`src/rtl/bank_timing_pkg.sv`:
```
package bank_timing_pkg;

  typedef struct packed {
    logic [4:0] twr;
    logic [3:0] tcl;
    logic [3:0] trp;
    logic [3:0] trcd;
  } bt_cfg_t;

  function automatic logic [3:0] clamp_lo4(input logic [3:0] v, input logic [3:0] lo);
    return (v < lo) ? lo : v;
  endfunction

  function automatic logic [4:0] clamp5(input logic [4:0] v, input logic [4:0] lo,
                                        input logic [4:0] hi);
    if (v < lo) return lo;
    if (v > hi) return hi;
    return v;
  endfunction

endpackage

```
`src/rtl/bt_cfg_reg.sv`:
```
module bt_cfg_reg
  import bank_timing_pkg::*;
#(
  parameter logic [3:0] DEF_T = 4'd6
) (
  input  logic          clk,
  input  logic          rst,
  input  logic          load,
  input  logic [16:0]   word,
  output bt_cfg_t       cfg
);

  bt_cfg_t nxt;

  always_comb begin
    nxt.trcd = clamp_lo4(word[3:0], 4'd4);
    nxt.trp  = clamp_lo4(word[7:4], 4'd4);
    nxt.tcl  = clamp_lo4(word[11:8], 4'd5);
    nxt.twr  = clamp5(word[16:12], 5'd5, 5'd16);
  end

  always_ff @(posedge clk) begin
    if (rst) begin
      cfg.trcd <= DEF_T;
      cfg.trp  <= DEF_T;
      cfg.tcl  <= DEF_T;
      cfg.twr  <= {1'b0, DEF_T};
    end else if (load) begin
      cfg <= nxt;
    end
  end


  cfg_range_chk: assert property (@(posedge clk) disable iff (rst)
    $past(load) |-> (cfg.trcd >= 4'd4 && cfg.trp >= 4'd4 && cfg.tcl >= 4'd5 &&
                     cfg.twr >= 5'd5 && cfg.twr <= 5'd16));

endmodule

```
`src/rtl/bt_gap_counter.sv`:
```
module bt_gap_counter #(
  parameter int W = 5
) (
  input  logic         clk,
  input  logic         rst,
  input  logic         load,
  input  logic [W-1:0] val,
  output logic         done
);

  logic [W-1:0] cnt;

  always_ff @(posedge clk) begin
    if (rst)              cnt <= '0;
    else if (load)        cnt <= val;
    else if (cnt != '0)   cnt <= cnt - 1'b1;
  end

  assign done = (cnt == '0);

  // a freshly started gap is never already expired
  gap_start_chk: assert property (@(posedge clk) disable iff (rst)
    (load && val != '0) |=> !done);

endmodule

```
`src/rtl/bt_read_pipe.sv`:
```
module bt_read_pipe #(
  parameter int DEPTH = 16,
  localparam int IW   = $clog2(DEPTH)
) (
  input  logic          clk,
  input  logic          rst,
  input  logic          fire,
  input  logic [IW-1:0] lat,
  output logic          valid
);

  logic [DEPTH-1:0] pipe, nxt;

  always_comb begin
    nxt = pipe >> 1;
    if (fire) nxt[lat - 1'b1] = 1'b1;
  end

  always_ff @(posedge clk) begin
    if (rst) pipe <= '0;
    else     pipe <= nxt;
  end

  assign valid = pipe[0];

  // no strobe appears without a read issued earlier
  no_spurious_chk: assert property (@(posedge clk) disable iff (rst)
    (pipe == '0 && !fire) |=> !valid);

endmodule

```
`src/rtl/bank_timing_guard.sv`:
```
module bank_timing_guard
  import bank_timing_pkg::*;
#(
  parameter int BURST_LEN = 4,
  parameter int CNT_W     = 5,
  parameter int PIPE_D    = 16
) (
  input  logic        clk,
  input  logic        rst,
  input  logic        cfg_load,
  input  logic [31:0] cfg_word,
  input  logic        cmd_act,
  input  logic        cmd_rd,
  input  logic        cmd_wr,
  input  logic        cmd_pre,
  output logic        act_ok,
  output logic        rdwr_ok,
  output logic        pre_ok,
  output logic        rd_valid,
  output logic        violation
);

  localparam int PIPE_IW = $clog2(PIPE_D);

  bt_cfg_t cfg;
  logic    unused_hi;
  logic    multi, act_go, rd_go, wr_go, pre_go, bad;
  logic    bank_open, rcd_done, rp_done, wrr_done;

  assign unused_hi = ^cfg_word[31:17];

  bt_cfg_reg u_cfg (
    .clk(clk), .rst(rst), .load(cfg_load), .word(cfg_word[16:0]), .cfg(cfg)
  );

  assign multi  = ($countones({cmd_act, cmd_rd, cmd_wr, cmd_pre}) > 1);
  assign act_ok  = !bank_open && rp_done;
  assign rdwr_ok = bank_open && rcd_done;
  assign pre_ok  = bank_open && wrr_done;

  assign act_go = cmd_act && !multi && act_ok;
  assign rd_go  = cmd_rd  && !multi && rdwr_ok;
  assign wr_go  = cmd_wr  && !multi && rdwr_ok;
  assign pre_go = cmd_pre && !multi && pre_ok;
  assign bad    = multi || (cmd_act && !act_ok) || ((cmd_rd || cmd_wr) && !rdwr_ok) ||
                  (cmd_pre && !pre_ok);

  bt_gap_counter #(.W(CNT_W)) u_rcd (
    .clk(clk), .rst(rst), .load(act_go),
    .val(CNT_W'(cfg.trcd) - 1'b1), .done(rcd_done)
  );

  bt_gap_counter #(.W(CNT_W)) u_rp (
    .clk(clk), .rst(rst), .load(pre_go),
    .val(CNT_W'(cfg.trp) - 1'b1), .done(rp_done)
  );

  bt_gap_counter #(.W(CNT_W)) u_wrr (
    .clk(clk), .rst(rst), .load(wr_go),
    .val(CNT_W'(cfg.twr) + CNT_W'(BURST_LEN) - 1'b1), .done(wrr_done)
  );

  bt_read_pipe #(.DEPTH(PIPE_D)) u_pipe (
    .clk(clk), .rst(rst), .fire(rd_go), .lat(cfg.tcl[PIPE_IW-1:0]), .valid(rd_valid)
  );

  always_ff @(posedge clk) begin
    if (rst) begin
      bank_open <= 1'b0;
      violation <= 1'b0;
    end else begin
      if (act_go)      bank_open <= 1'b1;
      else if (pre_go) bank_open <= 1'b0;
      if (bad)         violation <= 1'b1;
    end
  end


  sticky_viol_chk: assert property (@(posedge clk) disable iff (rst)
    violation |=> violation);


  multi_ignored_chk: assert property (@(posedge clk) disable iff (rst)
    multi |=> ($stable(bank_open) && violation));


  wr_blocks_pre_chk: assert property (@(posedge clk) disable iff (rst)
    wr_go |=> !pre_ok);


  pre_closes_chk: assert property (@(posedge clk) disable iff (rst)
    pre_go |=> (!bank_open && !act_ok));

endmodule

```
`config.mk`:
```
export PLATFORM = sky130hd
export DESIGN_NAME = bank_timing_guard
export DESIGN_NICKNAME = d
export VERILOG_FILES = /design/src/rtl/bank_timing_pkg.sv /design/src/rtl/bt_cfg_reg.sv /design/src/rtl/bt_gap_counter.sv /design/src/rtl/bt_read_pipe.sv /design/src/rtl/bank_timing_guard.sv
export SDC_FILE = /design/constraint.sdc
export NUM_CORES = 1
export LEC_CHECK = 0
export BUFFER_PORTS_ARGS = -buffer_cell sky130_fd_sc_hd__clkbuf_2
export CAP_MARGIN = 20
export CORE_AREA = 2 2 93 68
export CTS_CLUSTER_DIAMETER = 200
export CTS_CLUSTER_SIZE = 24
export DETAILED_ROUTE_END_ITERATION = 6
export DIE_AREA = 0 0 95 70
export PLACE_DENSITY = 0.75
export SLEW_MARGIN = 10
export SYNTH_ARGS = -nofsm -noshare
export SYNTH_HDL_FRONTEND = slang
export SYNTH_SLANG_ARGS = --single-unit
```
`constraint.sdc`:
```
create_clock -name clk -period 2.9 [get_ports clk]
set_input_delay 0.145 -clock clk [delete_from_list [all_inputs] [get_ports clk]]
set_output_delay 0.145 -clock clk [all_outputs]
set_load 0.005 [all_outputs]
```
# Word-level counts from Yosys, hierarchy flattened
# Index checks and enable logic that the tools add are counted.
# word_totals
register_bits	50
input_bits	39
out_inout_bits	5
word_cells	88
# op_classes
n_addsub	11
n_lt_le_gt_ge	8
muxes	21
bitwise	2
reduce_logical	35
# ops
op	count
5-bit two-way mux	10
5-bit by 1-bit subtractor with 5-bit output, second input constant	4
15-bit by 16-bit bitwise OR with 16-bit output	1
1-bit logical AND	15
5-bit logical NOT	3
15-bit two-way mux	1
5-bit nonzero test	3
4-bit by 3-bit < comparator with 1-bit output, second input constant	3
4-bit two-way mux	3
4-bit by 1-bit subtractor with 5-bit output, second input constant	2
2-bit nonzero test	4
1-bit two-way mux	6
5-bit by 3-bit adder with 5-bit output, second input constant	1
5-bit greater-than comparator, second input constant	1
1-bit logical NOT	5
4-bit by 5-bit < comparator with 1-bit output, second input constant	1
5-bit by 3-bit < comparator with 1-bit output, second input constant	1
1-bit by 1-bit adder with 2-bit output	2
1-bit demux with 4-bit select	1
4-bit by 1-bit >= comparator with 1-bit output, second input constant	1
1-bit logical OR	4
4-bit by 1-bit subtractor with 4-bit output, second input constant	1
2-bit by 2-bit adder with 3-bit output	1
3-bit by 1-bit greater-than comparator with 1-bit output, second input constant	1
other kinds (2)	2

# Depth between registers and ports, before layout
# depth
word_depth	8
depth_mapped	12
ltp_nobuf	12

# Modules after synthesis
# Synthesis repeated with hierarchy kept, for this count alone.
# hier_totals
hier_cells	276
hier_area_um2	2514.9
# by_module_without_submodules
mod	instances	cells_per_inst	area_per_inst_um2
bt_gap_counter	3	32	287.8
bt_cfg_reg	1	72	701.9
bt_read_pipe	1	57	575.6
bank_timing_guard	1	51	374.1

# Worst setup path before layout
# Ideal clock, no wire load.
# synth_timing
path_type	register to register
start	register u_rp.cnt[2]
end	register u_rcd.cnt[2]
setup_time_ps	58
t_arrival_ps	2559
required_ps	2842
slack_ps	284
path_stages_with_launch	11
n_path_buf	1
synth_period_minus_slack_ps	2616
cell_sequence	dfxtp_1 > or3_4 > or4_4 > buf_6 > inv_2 > nand2_2 > mux2i_1 > ha_1 > or3b_2 > a211oi_1 > a211o_1
# synth_via
elab_chain_len	4
# synth_lines
item	line	rtl
from (decl)	bt_gap_counter.sv:11	logic [W-1:0] cnt;
from (signal assigned)	bt_gap_counter.sv:15	else if (load) cnt <= val;
from (signal assigned)	bt_gap_counter.sv:16	else if (cnt != '0) cnt <= cnt - 1'b1;
5-bit logical NOT *	bt_gap_counter.sv:19	assign done = (cnt == '0);
1-bit logical AND *	bank_timing_guard.sv:37	assign act_ok = !bank_open && rp_done;
named net act_ok	bank_timing_guard.sv:16	output logic act_ok,
1-bit logical AND *	bank_timing_guard.sv:41	assign act_go = cmd_act && !multi && act_ok;
5-bit two-way mux / 2-bit nonzero test (equally long branches)	--	
to (signal assigned)	bt_gap_counter.sv:15	
to (signal assigned)	bt_gap_counter.sv:16	
to (decl)	bt_gap_counter.sv:11	
# The timed path passes the listed nets; every way through them passes the cells marked *.
# A chain may end at the register's enable or synchronous reset.

# Final worst setup path
# layout_timing
start	register u_rp.cnt[2]
end	register u_rcd.cnt[2]
# layout_via
elab_chain_len	4
# layout_lines
item	line
5-bit logical NOT *	bt_gap_counter.sv:19
1-bit logical AND *	bank_timing_guard.sv:37
1-bit logical AND *	bank_timing_guard.sv:41
5-bit two-way mux / 2-bit nonzero test (equally long branches)	--
# Mark *: on every way between the ends. The rest lies on a longest branch, timed or not.

==> flow_metrics.env <==
export IMPL_cts_tree="done"
export IMPL_powerDensity_mw_per_mm2=792
export IMPL_max_cap_viol_count=0
export IMPL_synth_warnings=0
export IMPL_initial_core_util_pct=42.2
export IMPL_dp_hpwl_um=3910
export IMPL_drt_initial_drc_count=91
export IMPL_synth_seq_cells=50
export IMPL_die_x_um=95
export IMPL_rr_startpoint="u_rp.cnt[2]"
export IMPL_path_clk_slew_ps=90
export IMPL_synth_async_sr_flop_share_pct=0
export IMPL_r2r_cells=10
export IMPL_io_pins=44
export IMPL_drv_slew=0
export IMPL_fin_skew_ps=9.41
export IMPL_root_buffer="clkbuf_8"
export IMPL_vias=2112
export IMPL_critPathRequiredTime_ps=3150
export IMPL_hold_path_class="input port to flop"
export IMPL_cts_repair_resized=0
export IMPL_firstDrtPassIters=4
export IMPL_syn_nets=332
export IMPL_grt_usage_pct=16.9
export IMPL_yosys_area_top_type="dfxtp_1"
export IMPL_endpoint_kind="flop"
export IMPL_rows=24
export IMPL_endpoint="u_rcd.cnt[2]"
export IMPL_post_route_period_util_pct=92.8
export IMPL_clkLatencyLatePin_ps=300
export IMPL_drt_wl_total_um=5230
export IMPL_r2r_slack_ps=210
export IMPL_critPathArrivalTime_ps=2940
export IMPL_portBuffers=28
export IMPL_post_cts_buffers=0
export IMPL_holdBufCountCts=0
export IMPL_cts_path_max_buffers=2
export IMPL_fmax_ghz=0.372
export IMPL_finalCoreUtilization_pct=47.8
export IMPL_num_antenna_cells=0
export IMPL_cts_sinks=50
export IMPL_die_h_um=70
export IMPL_wire_per_inst_um=13.2
export IMPL_cp_start_kind="flop"
export IMPL_ys_flop_type="dfxtp_1"
export IMPL_place_congestion=0.771
export IMPL_postRouteAntennaNets=0
export IMPL_slew_headroom_pct=48.5
export IMPL_grt_pass1_wl_um=8970
export IMPL_h_tree_depth=2
export IMPL_synth_edf_count=0
export IMPL_ys_types=53
export IMPL_min_period_ps=2690
export IMPL_die_area_mm2=0.00665
export IMPL_crit_fanout=7
export IMPL_yosysTopAreaCellShare_pct=40.1
export IMPL_drc=0
export IMPL_antenna_found_initial=0
export IMPL_via_per_inst=5.35
export IMPL_ys_seq_area_share_pct=40.1
export IMPL_crit_start="u_rp.cnt[2]"
export IMPL_numCtsBuffers=5
export IMPL_grt_ovfl_total=0
export IMPL_multiInputGateArea_mm2=0.00137
export IMPL_synthTopCellsByArea="dfxtp_1, nor2_1, mux2i_1, a31oi_1, a21oi_1"
export IMPL_area_growth_pct=13.3
export IMPL_setup_viol_count_final=0
export IMPL_core_area_mm2=0.00592
export IMPL_tightest_slew_ps=763
export IMPL_syn_area_mm2=0.00250
export IMPL_synth_commonest_cells="dfxtp_1, nor2_1, a21oi_1, o21ai_0"
export IMPL_nFillCells=561
export IMPL_register_area_mm2=0.00100
export IMPL_rsz0062_at_grt="no"
export IMPL_grt_max_degree=23
export IMPL_synth_avg_cell_area_um2=8.70
export IMPL_syn_inst=287
export IMPL_status="finished, final reports clean"
export IMPL_ir_worst_vdd_mv=0.325
export IMPL_hold_path_depth=3
export IMPL_drive_gt1_share_pct=18.0
export IMPL_yosysMostFrequentCell="dfxtp_1"
export IMPL_crit_type="flop to flop"
export IMPL_p_leak_uw=0.00117
export IMPL_grt_pass1_vias=1954
export IMPL_final_hold_viol_count=0
export IMPL_reg2reg_to="u_rcd.cnt[2]"
export IMPL_setup_tns_ps=0
export IMPL_num_nets_final=361
==> metal layers <==
metal | GRT usage (%) | vias to the layer above | wire length (um)
li1 | - | 1094 | -
met1 | 23.9 | 981 | 2700
met2 | 26.2 | 29 | 2310
met3 | 3.88 | 8 | 172
met4 | 3.86 | 0 | 53
met5 | 0 | - | 0
==> critical path, stage by stage, from the launching register on <==
cell and delay (ps):
dfxtp_1 360, or3_4 420, or4_4 500, inv_2 130, nand2_2 110, mux2i_1 150, ha_1 220, buf_4 150
nand2b_1 150, a2111oi_2 310, a211o_1 140
==> cells in the final DEF (no fill, tap or decap), types with 12 or more instances in the layout <==
master / instances
dfxtp_1: 50
nor2_1: 35
a31oi_1: 14
clkbuf_2: 28
o21ai_0: 15
mux2i_1: 13
nand2_1: 12
nor3_1: 12
a21oi_1: 16
inv_1: 14
==> layout make-up <==
class | instances | share of cell area [%]
sequential | 50 | 35.4
timing repair buffer | 37 | 7.35
clock buffer | 7 | 3.05
clock inverter | 1 | 0.177
multi-input combinational | 207 | 48.6
tap | 78 | 3.45
inverter | 15 | 1.99
==> worst min path at each step <==
stage | startpoint | endpoint | slack, ps
finish | cfg_word[1] | u_cfg.cfg[1] | 100
global route | cfg_word[16] | u_cfg.cfg[14] | 110
CTS | cfg_word[16] | u_cfg.cfg[12] | 100
detailed placement | cfg_word[16] | u_cfg.cfg[12] | 420
global placement | cfg_word[16] | u_cfg.cfg[14] | 400
floorplan | cfg_word[16] | u_cfg.cfg[14] | 250
==> stage by stage <==
step	power (uW)	setup slack, ps	hold WS (ps)	cells	area, um2
detailed placement	1840	246	415	387	2740
finish	2240	209	104	395	2830
global route	2400	82.1	108	395	2830
global placement	1810	285	404	387	2740
floorplan	1640	284	246	287	2500
CTS	2240	230	102	395	2830
==> cells by family after synthesis <==
kind of cell / share of synthesized area, %
AND/OR/NAND/NOR: 23.1
AO/OA/AOI/OAI: 19.3
flip-flops: 40.1
buffers and inverters: 4.86
multiplexers: 6.57
XOR/XNOR: 2.81
adder cells (fa/ha/maj): 3.31
==> sequential cells by signal, indices dropped and copies added, names as in the netlist <==
name	flops
bank_open	1
u_cfg.cfg	17
u_pipe.pipe	16
u_rcd.cnt	5
u_rp.cnt	5
u_wrr.cnt	5
violation	1
==> power by group <==
group,switching (uW),internal [uW],leakage [uW]
logic,448,471,0.000713
clock network,214,193,0.0000482
registers,123,792,0.000410
Note: power is estimated with default switching activity, not from simulation.
